===== config.mk =====
export PLATFORM = sky130hd
export DESIGN_NAME = pll_fb_divider
export DESIGN_NICKNAME = d
export VERILOG_FILES = /design/src/rtl/fbdiv_pkg.sv /design/src/rtl/fbdiv_cfg_check.sv /design/src/rtl/fbdiv_prescaler.sv /design/src/rtl/fbdiv_swallow.sv /design/src/rtl/pll_fb_divider.sv
export SDC_FILE = /design/constraint.sdc
export NUM_CORES = 1
export LEC_CHECK = 0
export ABC_AREA = 1
export CORE_ASPECT_RATIO = 0.75
export CORE_MARGIN = 2
export CORE_UTILIZATION = 35
export DETAILED_ROUTE_END_ITERATION = 10
export GPL_ROUTABILITY_DRIVEN = 1
export HOLD_SLACK_MARGIN = 0.06
export PLACE_DENSITY_LB_ADDON = 0.1
export SYNTH_ARGS = -nofsm -noshare
export SYNTH_HDL_FRONTEND = slang
export SYNTH_SLANG_ARGS = --single-unit

===== constraint.sdc =====
create_clock -name clk -period 2.7 [get_ports clk]
set_input_delay 0.54 -clock clk [delete_from_list [all_inputs] [get_ports clk]]
set_output_delay 0.54 -clock clk [all_outputs]
set_load 0.05 [all_outputs]

===== src/rtl/fbdiv_pkg.sv =====
package fbdiv_pkg;

   // prescaler modulus for a select code: 2, 4, 8, 16, 32 ...
   function automatic int unsigned p_value(input logic [2:0] sel);
      return 32'd2 << sel;
   endfunction

   typedef struct packed {
      logic       fixed;
      logic [2:0] psel;
   } div_mode_t;

endpackage


===== src/rtl/fbdiv_cfg_check.sv =====
module fbdiv_cfg_check #(
   parameter int A_W      = 6,
   parameter int B_W      = 13,
   parameter int PSEL_MAX = 4
) (
   input  logic           fixed_mode,
   input  logic [2:0]     psel,
   input  logic [A_W-1:0] a_val,
   input  logic [B_W-1:0] b_val,
   output logic           bad
);
   logic b_zero, b_two, a_ge_b, p_bad;

   always_comb begin
      b_zero = (b_val == '0);
      b_two  = (b_val == B_W'(2));
      a_ge_b = (B_W'(a_val) >= b_val);
      p_bad  = (psel > 3'(PSEL_MAX));
      if (fixed_mode) bad = b_zero;
      else            bad = b_zero | b_two | a_ge_b | p_bad;
   end
endmodule


===== src/rtl/fbdiv_prescaler.sv =====
module fbdiv_prescaler #(
   parameter int PSEL_MAX = 4,
   parameter int PC_W     = 6
) (
   input  logic            clk,
   input  logic            rst_n,
   input  logic            load,
   input  logic            mode_fixed,
   input  logic [2:0]      mode_psel,
   input  logic            swl_nxt,
   output logic            pre_end,
   output logic [PC_W-1:0] pc
);
   logic [2:0]      ps_c;
   logic [PC_W-1:0] rel;

   always_comb begin
      ps_c = (mode_psel > 3'(PSEL_MAX)) ? 3'(PSEL_MAX) : mode_psel;
      if (mode_fixed) rel = '0;
      else            rel = PC_W'(fbdiv_pkg::p_value(ps_c) - 32'd1 + 32'(swl_nxt));
   end

   assign pre_end = (pc == '0);

   always_ff @(posedge clk or negedge rst_n) begin
      if (!rst_n)                 pc <= '0;
      else if (load || pre_end)   pc <= rel;
      else                        pc <= pc - 1'b1;
   end
endmodule


===== src/rtl/fbdiv_swallow.sv =====
module fbdiv_swallow #(
   parameter int A_W = 6,
   parameter int B_W = 13
) (
   input  logic           clk,
   input  logic           rst_n,
   input  logic           load,
   input  logic           pre_end,
   input  logic           fixed_in,
   input  logic [A_W-1:0] a_in,
   input  logic [B_W-1:0] b_in,
   output logic           last_b,
   output logic           swl_nxt
);
   logic [A_W-1:0] a_cnt;
   logic [B_W-1:0] b_cnt;

   assign last_b  = (b_cnt <= B_W'(1));
   assign swl_nxt = load ? (!fixed_in && a_in != '0) : (a_cnt > A_W'(1));

   always_ff @(posedge clk or negedge rst_n) begin
      if (!rst_n) begin
         a_cnt <= '0;
         b_cnt <= '0;
      end else if (load) begin
         b_cnt <= b_in;
         a_cnt <= fixed_in ? '0 : a_in;
      end else if (pre_end) begin
         b_cnt <= b_cnt - 1'b1;
         if (a_cnt != '0) a_cnt <= a_cnt - 1'b1;
      end
   end
endmodule


===== src/rtl/pll_fb_divider.sv =====
module pll_fb_divider #(
   parameter int A_W      = 6,
   parameter int B_W      = 13,
   parameter int PSEL_MAX = 4,
   parameter bit OUT_REG  = 1'b1
) (
   input  logic           clk,
   input  logic           rst_n,
   input  logic           sync,
   input  logic           fixed_mode,
   input  logic [2:0]     psel,
   input  logic [A_W-1:0] a_val,
   input  logic [B_W-1:0] b_val,
   output logic           div_out,
   output logic           cfg_invalid
);
   import fbdiv_pkg::*;

   localparam int P_MAX = 2 << PSEL_MAX;
   localparam int PC_W  = $clog2(P_MAX + 1);

   if (A_W > B_W)     begin : g_bad_aw   $error("A_W must not exceed B_W");   end
   if (PSEL_MAX > 6)  begin : g_bad_psel $error("PSEL_MAX out of range");     end
   if (B_W < 2)       begin : g_bad_bw   $error("B_W must be at least 2");    end

   div_mode_t       mode_act, mode_in, mode_use;
   logic            armed, load, terminal, pre_end, last_b, swl_nxt, pulse;
   logic [PC_W-1:0] pc;

   assign mode_in  = '{fixed: fixed_mode, psel: psel};
   assign terminal = pre_end & last_b;
   assign load     = sync | terminal | ~armed;
   assign mode_use = load ? mode_in : mode_act;
   assign pulse    = terminal & armed & ~sync;

   always_ff @(posedge clk or negedge rst_n) begin
      if (!rst_n) begin
         armed    <= 1'b0;
         mode_act <= '0;
      end else begin
         armed <= 1'b1;
         if (load) mode_act <= mode_in;
      end
   end

   fbdiv_prescaler #(.PSEL_MAX(PSEL_MAX), .PC_W(PC_W)) u_pre (
      .clk(clk), .rst_n(rst_n), .load(load),
      .mode_fixed(mode_use.fixed), .mode_psel(mode_use.psel),
      .swl_nxt(swl_nxt), .pre_end(pre_end), .pc(pc));

   fbdiv_swallow #(.A_W(A_W), .B_W(B_W)) u_swl (
      .clk(clk), .rst_n(rst_n), .load(load), .pre_end(pre_end),
      .fixed_in(fixed_mode), .a_in(a_val), .b_in(b_val),
      .last_b(last_b), .swl_nxt(swl_nxt));

   fbdiv_cfg_check #(.A_W(A_W), .B_W(B_W), .PSEL_MAX(PSEL_MAX)) u_cfg (
      .fixed_mode(fixed_mode), .psel(psel), .a_val(a_val), .b_val(b_val),
      .bad(cfg_invalid));

   if (OUT_REG) begin : g_out_reg
      always_ff @(posedge clk or negedge rst_n) begin
         if (!rst_n) div_out <= 1'b0;
         else        div_out <= pulse;
      end
   end else begin : g_out_comb
      assign div_out = pulse & rst_n;
   end
endmodule


[Yosys cells after proc, flatten, opt, wreduce, memory -nomap -nowiden]
Cells that the tools add are included.
Storage, ports and cells
  word-level logic and storage cells: 51
  flip-flop bits (word level): 31
  output and inout bits: 2
  input bits: 26
Operators by class
  mux-type cells: 12
  add/subtract/negate cells: 5
  magnitude comparators: 5
  bitwise operators: 10
  reduce and logical (&&, ||, !) cells: 10
  eq/ne operators: 1
  shift operators: 1
Operator list (count)
  2-to-1 mux 6 bit: 6
  2-to-1 mux 13 bit: 2
  subtractor 6 x 1 -> 6 bit (second input constant): 3
  == test 13 x 2 -> 1 bit (second input constant): 1
  >= comparator 6 x 13 -> 1 bit: 1
  less-or-equal comparator 13 x 1 -> 1 bit (second input constant): 1
  zero test 13 bit: 1
  subtractor 13 x 1 -> 13 bit (second input constant): 1
  nonzero test 6 bit: 2
  adder 6 x 1 -> 6 bit: 1
  greater-than comparator 3 bit (second input constant): 2
  greater-than comparator 6 x 1 -> 1 bit (second input constant): 1
  zero test 6 bit: 1
  left shift 2 x 3 -> 6 bit (first input constant): 1
  OR 1 bit: 5
  2-to-1 mux 4 bit: 1
  nonzero test 2 bit: 2
  AND 1 bit: 3
  2-to-1 mux 3 bit: 1
  2-to-1 mux 1 bit: 2
  inverter 1 bit: 2
  AND reduction 2 bit: 1
  logical AND 1 bit: 1
  zero test 1 bit: 1
  logical OR 1 bit: 1

[Logic depth before layout (Yosys ltp)]
Gate-level depths: netlist of run 1.
  depth after elaboration: 12
  mapped depth: 17
  depth with buffers taken out: 16

[Cells and area by module]
A second synthesis of run 1 with hierarchy kept.
Unflattened totals
  cell total of the unflattened synthesis: 338
  area, all modules: 2357.3 µm²
By module, submodules not included
  fbdiv_swallow: sequential area each 475.5 µm², area an instance 1398.8 µm², times used 1, cells each 201
  fbdiv_prescaler: sequential area each 150.1 µm², area an instance 479.2 µm², times used 1, cells each 73
  pll_fb_divider: sequential area each 150.1 µm², area an instance 244.0 µm², times used 1, cells each 24
  fbdiv_cfg_check: sequential area each 0.0 µm², area an instance 235.2 µm², times used 1, cells each 40

[Worst setup path after synthesis of run 1]
No wires, ideal clock.
  path kind: in2out
  start point: input b_val[11]
  end point: output cfg_invalid
  buffers on the path: 0
  stages: 6
  required time: 2.160 ns
  arrival time: 1.764 ns
  slack: 0.396 ns
  cells stage by stage: or2_2 > nor4_1 > nand4_1 > nand3_1 > o21ai_0 > nand2_1
Between the ends
  cells in the longest elaborated chain, start to end: 5
  elaborated cells between the ends (all ways): 7
  those cells by class: order compare (1); eq/ne (1); mux (1); bitwise (3); reduce/logical (1)
RTL lines
  start, declared: RTL line pll_fb_divider.sv:13  | input logic [B_W-1:0] b_val,
  parallel branches: the longest is 4 deep, another holds >= comparator 6 x 13 -> 1 bit
  2-to-1 mux 1 bit *: RTL line fbdiv_cfg_check.sv:19  | if (fixed_mode) bad = b_zero;
  end, declared: RTL line pll_fb_divider.sv:15  | output logic cfg_invalid
Every way passes the cells marked *.

[Worst setup path after layout of run 1]
  start point: input b_val[5]
  end point: output cfg_invalid
The elaborated chain is that of the path after synthesis.

==> results of run 1 <==
[cell families (layout without fill, tap and decap cells)]
logic type      Yosys count  in the layout
compound gates           58             58
flops                    31             31
buf+inv                  48             95
simple gates            145            145
other cells               1              1
fa+ha+maj                12             12
xor+xnor                 11             11
[routing by layer]
metal | vias up | part of all wire | track usage
met3 | 5 | 0.025 | 0.0338
met4 | 0 | 0.0088 | 0.0463
met1 | 959 | 0.53 | 0.234
met2 | 19 | 0.44 | 0.272
met5 | - | 0 | 0
li1 | 1101 | - | -
[cells in the final DEF (no fill, tap or decap), types with 2 or more instances in the layout]
cell type        count
nand2_1             59
inv_1               33
dfrtp_1             31
nor2_1              29
o21ai_0             24
nand3_1             21
buf_4               19
clkdlybuf4s50_1     15
a21oi_1             11
xor2_1               8
ha_1                 8
inv_2                7
nor3_1               7
clkbuf_8             7
dlygate4sd2_1        7
o22ai_1              6
nand2_2              5
nand4_1              5
a31oi_1              5
nor2_2               4
nand2_4              4
dlymetal6s2s_1       4
xnor2_1              3
o31ai_1              3
o21ai_1              3
ha_4                 3
nand3_2              2
o21ai_2              2
o211ai_1             2
[worst reg2reg max path: cells and delay by family (launching register included)]
| family | cells | cell delay (ps) |
|---|---|---|
| flops | 1 | 380 |
| fa+ha+maj | 2 | 400 |
| simple gates | 11 | 1180 |
| buf+inv | 3 | 200 |
[power breakdown]
| group | internal, W | switching (W) |
|---|---|---|
| clock | 0.000233 | 0.000185 |
| sequential | 0.000539 | 0.0000648 |
| combinational | 0.000209 | 0.000289 |
| total | 0.000980 | 0.000539 |
[what timing repair did]
action | in CTS | in global routing
cloned | 0 | 0
setup endpoints to repair | 1 | 1
pin swaps | 9 | 6
endpoints found under the hold margin | 0 | 0
setup buffers | 0 | 0
hold buffers | 0 | 0
gates resized for setup | 15 | 11
[state kept, by name, indices dropped and copies added, names as in the netlist]
signal / flops
u_swl.a_cnt: 6
armed: 1
mode_act: 4
u_swl.b_cnt: 13
div_out: 1
u_pre.pc: 6
[area by class of cell]
| class | count | area (um^2) | share of cell area |
|---|---|---|---|
| Clock buffer | 8 | 100 | 0.0344 |
| Tap cell | 81 | 101 | 0.0349 |
| Timing Repair Buffer | 46 | 424 | 0.146 |
| Multi-Input combinational cell | 227 | 1350 | 0.464 |
| Sequential cell | 31 | 776 | 0.267 |
| Inverter | 41 | 156 | 0.0538 |
[stage by stage]
stage | setup slack, ps | util | instances | cell area, um^2
3_3_place_gp | -156 | 0.433 | 426 | 2740
2_1_floorplan | 396 | - | 306 | 2290
6_report | 95.4 | 0.460 | 434 | 2910
5_1_grt | 14.3 | 0.460 | 434 | 2910
3_5_place_dp | -172 | 0.433 | 426 | 2740
4_1_cts | 14.4 | 0.453 | 434 | 2860
[worst max-delay path by stage]
| stage | from | endpoint | slack (ps) | cells after the start |
|---|---|---|---|---|
| after floorplan | b_val[11] | cfg_invalid | 400 | 6 |
| after global placement | b_val[4] | cfg_invalid | -160 | 11 |
| after detailed placement | b_val[4] | cfg_invalid | -170 | 11 |
| after CTS | a_val[1] | cfg_invalid | 10 | 10 |
| after global routing | b_val[5] | cfg_invalid | 10 | 10 |
| final | b_val[5] | cfg_invalid | 100 | 10 |
==> impl_metrics.env, run 1 <==
export IMPL_finalCriticalPeriod_ps=2600
export IMPL_firstDrtPassIters=4
export IMPL_worstMarginPinSlew_ps=501
export IMPL_slowest_delay_ps=490
export IMPL_via_per_inst=4.80
export IMPL_area_delta_synth_final_pct=26.8
export IMPL_arrival_ps=2060
export IMPL_wire_per_inst_um=12.9
export IMPL_cts_sinks=31
export IMPL_yosysTopAreaCell="dfrtp_1"
export IMPL_dieArea_um2=7220
export IMPL_slowest_stage="clkdlybuf4s50_1"
export IMPL_slew_headroom=0.665
export IMPL_report_final_slew_viol_count=0
export IMPL_core_um2=6320
export IMPL_fin_nets=390
export IMPL_io_pins=28
export IMPL_clockBufferDepth=2
export IMPL_cp_cell_sequence="clkdlybuf4s50_1 -> inv_1 -> ha_4 -> nand2_1 -> nor3_2 -> nand2_1 -> nand3_1 -> o21ai_2 -> nand2_2 -> buf_12"
export IMPL_r2r_cells=16
export IMPL_ff2ff_setup_slack_ps=440
export IMPL_cts_tree="built"
export IMPL_grt_antenna_before_repair=0
export IMPL_ys_flop_type="dfrtp_1"
export IMPL_port_buffer_count=27
export IMPL_synthAdderAreaFrac=0.0655
export IMPL_synth_fp_nets=344
export IMPL_synthMuxAreaShare=0
export IMPL_synth_area_per_cell_um2=7.49
export IMPL_ant_nets=0
export IMPL_place_gp_congestion=0.790
export IMPL_ys_seq_area_frac=0.338
export IMPL_cp_required_ps=2160
export IMPL_min_path_type="flop to flop"
export IMPL_synth_compound_area_frac=0.142
export IMPL_die_h_um=74.1
export IMPL_critPathMaxFanout=2
export IMPL_rsz0062_at_grt="false"
export IMPL_drt_iter0_markers=83
export IMPL_hold_depth=1
export IMPL_outcome="complete, no violations"
export IMPL_fillers=672
export IMPL_h_tree_depth=2
export IMPL_clk_latency_ps=290
export IMPL_antenna_cells=0
export IMPL_holdWs_ps=470
export IMPL_worstSetupPathType="primary input to output port"
export IMPL_drc_errors=0
export IMPL_critical_path_top_delay_family="buffers and inverters"
export IMPL_fin_crit_sh=0.965
export IMPL_cp_end_kind="output port"
export IMPL_rows=25
export IMPL_gr_usage_all_layers=0.168
export IMPL_numCtsBuffers=5
export IMPL_synth_simple_gate_area_frac=0.308
export IMPL_finalHoldViolations=0
export IMPL_max_cap_viol_count=0
export IMPL_crit_buf_inv=3
export IMPL_gr_total_overflow=0
export IMPL_synth_cell_types=38
export IMPL_via_count=2084
export IMPL_r2r_end="u_pre.pc[4]"
export IMPL_dpl_hpwl_mm=4.20
export IMPL_yosysTopAreaCellShare=0.338
export IMPL_syn_area_um2=2290
export IMPL_grt_max_degree=32
export IMPL_ys_seq_elements=31
export IMPL_netlist_instances=306
export IMPL_synth_edf_count=0
export IMPL_start_util=0.363
export IMPL_grt_first_pass_wirelength_mm=9.60
export IMPL_holdPathEnd="u_pre.pc[0]"
export IMPL_cts_root_buf="clkbuf_8"
export IMPL_cp_common_cell="nand2_1"
export IMPL_synth_top_family_by_area="simple AND/OR/NAND/NOR gates"
export IMPL_synth_xor_area_share=0.0420
export IMPL_synth_warnings=0
export IMPL_min_delay_start="u_pre.pc[0]"
export IMPL_wl_mm=5.58
export IMPL_yosys_cell_count_top_type="nand2_1"
export IMPL_drive_above_1_share=0.176
export IMPL_setup_violations=0
export IMPL_power_density_nw_per_um2=523
export IMPL_floorplan_die_width_um=97.5
export IMPL_fin_setup_tns_ps=0
export IMPL_start_kind="primary input"
export IMPL_ir_drop_mv=0.215
export IMPL_ys_top_cells_by_count="nand2_1 (60), inv_1 (37), dfrtp_1 (31), nor2_1 (29), o21ai_0 (25)"
export IMPL_r2r_start="u_pre.pc[0]"
export IMPL_ys_async_sr_fraction=1.00
export IMPL_synthTopCellsByArea="dfrtp_1 (34%), nand2_1 (9.8%), ha_1 (6.5%)"
export IMPL_grt_pass1_vias=2032
export IMPL_finClkSkew_ps=5.01
export IMPL_power_w=0.00152
export IMPL_cellLeakagePower_nw=1.40
export IMPL_cts_clk_slew_worst_paths_ps=60
export IMPL_fmax_ghz=0.384
(Power assumes the default switching activity.)
==> run 2, diff against run 1 <==
--- a/config.mk
+++ b/config.mk
@@ -12,7 +12,6 @@
 export DETAILED_ROUTE_END_ITERATION = 10
 export GPL_ROUTABILITY_DRIVEN = 1
 export HOLD_SLACK_MARGIN = 0.06
-export PLACE_DENSITY_LB_ADDON = 0.1
 export SYNTH_ARGS = -nofsm -noshare
 export SYNTH_HDL_FRONTEND = slang
 export SYNTH_SLANG_ARGS = --single-unit
==> impl_metrics.env, run 2 (synthesis results as in run 1) <==
export IMPL_place_gp_congestion=0.838
export IMPL_wl_mm=5.50
export IMPL_fmax_ghz=0.389
export IMPL_area_delta_synth_final_pct=23.8
export IMPL_max_cap_viol_count=0
export IMPL_fin_nets=386
export IMPL_fin_setup_tns_ps=0
export IMPL_layoutNonFillerInstCount=430
export IMPL_r2r_start="u_pre.pc[0]"
export IMPL_setup_ws_ps=126
export IMPL_drive_above_1_share=0.152
export IMPL_via_count=2091
export IMPL_core_um2=6320
export IMPL_rsz0062_at_grt="false"
export IMPL_wire_per_inst_um=12.8
export IMPL_ant_nets=0
export IMPL_antenna_cells=0
export IMPL_power_w=0.00147
export IMPL_fin_util=0.449
export IMPL_start_util=0.363
export IMPL_via_per_inst=4.86
export IMPL_cp_required_ps=2160
export IMPL_cts_sinks=31
export IMPL_grt_pass1_vias=2066
export IMPL_post_place_ws_ps=-172
export IMPL_finalHoldViolations=0
export IMPL_dieArea_um2=7220
export IMPL_grt_first_pass_wirelength_mm=9.52
export IMPL_setup_violations=0
export IMPL_cts_tree="built"
export IMPL_firstDrtPassIters=4
export IMPL_slew_headroom=0.665
export IMPL_p_sw_frac=0.370
export IMPL_power_density_nw_per_um2=516
export IMPL_top_regs="u_swl.b_cnt: 13 flops, u_pre.pc: 6 flops, u_swl.a_cnt: 6 flops"
export IMPL_regMostFlops="u_swl.b_cnt"
export IMPL_worstSetupPathType="primary input to output port"
export IMPL_worstMarginPinSlew_ps=500
export IMPL_report_final_slew_viol_count=0
export IMPL_grt_antenna_before_repair=0
export IMPL_dpl_hpwl_mm=4.16
export IMPL_finalCriticalPeriod_ps=2570
export IMPL_arrival_ps=2030
export IMPL_p_sw_w=0.000542
export IMPL_grt_max_degree=32
export IMPL_start_kind="primary input"
export IMPL_clockBufferDepth=2
export IMPL_ctsHoldBuffers=0
export IMPL_post_cts_buffers=0
export IMPL_drc_errors=0
export IMPL_critPathMaxFanout=2
export IMPL_ff2ff_setup_slack_ps=440
export IMPL_final_cell_mix="nand2_1 (59), inv_1 (35), dfrtp_1 (31)"
export IMPL_intPower_w=0.000924
export IMPL_ir_drop_mv=0.177
export IMPL_io_pins=28
export IMPL_gr_usage_all_layers=0.167
export IMPL_placed_cells=422
export IMPL_crit_start="b_val[2]"
export IMPL_cts_root_buf="clkbuf_8"
export IMPL_min_delay_start="u_pre.pc[0]"
export IMPL_fin_crit_sh=0.953
export IMPL_die_h_um=74.1
export IMPL_cp_end_kind="output port"
export IMPL_gr_total_overflow=0
export IMPL_min_path_type="flop to flop"
export IMPL_port_buffer_count=27
export IMPL_clk_latency_ps=290
export IMPL_p_comb_frac=0.336
export IMPL_finClkSkew_ps=10.1
export IMPL_outcome="complete, no violations"
export IMPL_largest_reg_flops=13
export IMPL_clock_power_share=0.252
export IMPL_h_tree_depth=2
export IMPL_numCtsBuffers=5
export IMPL_cts_clk_slew_worst_paths_ps=70
export IMPL_drt_iter0_markers=91
export IMPL_pwr_share_seq=0.413
export IMPL_rows=25
export IMPL_floorplan_die_width_um=97.5
export IMPL_cellLeakagePower_nw=1.38
export IMPL_final_common_cell="nand2_1"
run 2: cell count changes in the layout (fill, tap and decap cells not counted):
cell | before | now
ha_2 | 1 | 0
a21oi_2 | 0 | 1
dlymetal6s2s_1 | 4 | 5
ha_1 | 8 | 11
clkbuf_8 | 7 | 5
inv_1 | 33 | 35
buf_4 | 19 | 15
clkinv_2 | 0 | 1
ha_4 | 3 | 1
clkbuf_1 | 1 | 2
inv_2 | 7 | 5
a21oi_1 | 11 | 10
dlygate4sd2_1 | 7 | 6
run 2: worst max-delay path, stage by stage:
cell and delay (ps):
dlygate4sd2_1 230, inv_1 60, ha_1 310, a21oi_2 130, o21a_1 110, o31ai_1 60, a21oi_1 140, nor2_1 70
o21ai_2 130, nand2_2 80, buf_12 150
run 2: power by group through the flow:
stage               logic [W]  clock network, W  registers (W)
floorplan            0.000355                 0       0.000598
global placement     0.000481                 0       0.000610
detailed placement   0.000490                 0       0.000611
CTS                  0.000493          0.000377       0.000604
global route         0.000568          0.000396       0.000616
finish               0.000492          0.000369       0.000605
run 2: layout make-up:
class / count / area (um^2)
repair buffers: 42 / 398
clock buffers: 7 / 76.3
well taps: 81 / 101
multi-input cells: 227 / 1330
flip-flops and latches: 31 / 776
clock inverters: 1 / 5.00
inverters: 41 / 156
fillers: 656 / 3480
run 2: path summary, 6_finish.rpt:
path	end	cells after the start
worst max register to register	u_pre.pc[2]	16
worst min register to register	u_pre.pc[0]	1
worst min-delay path	u_pre.pc[0]	1
max in group asynchronous	mode_act[1]	2
worst max-delay path	cfg_invalid	11
min in group asynchronous	u_swl.b_cnt[1]	2
run 2: through the flow:
stage,hold WS (ps),cell area (um^2)
after floorplan,244,2290
after global placement,462,2710
after detailed placement,461,2710
after CTS,477,2800
after global routing,518,2840
final,483,2840
run 2: timing repair:
item,4_1_cts,5_1_grt
gates resized for setup,11,11
endpoints found under the setup margin,1,1
pin swaps,3,6
run 2: routing by layer:
metal / part of all wire / GRT usage
met5: 0 / 0
met1: 0.52 / 0.232
met3: 0.053 / 0.0385
met2: 0.42 / 0.259
met4: 0.010 / 0.0602
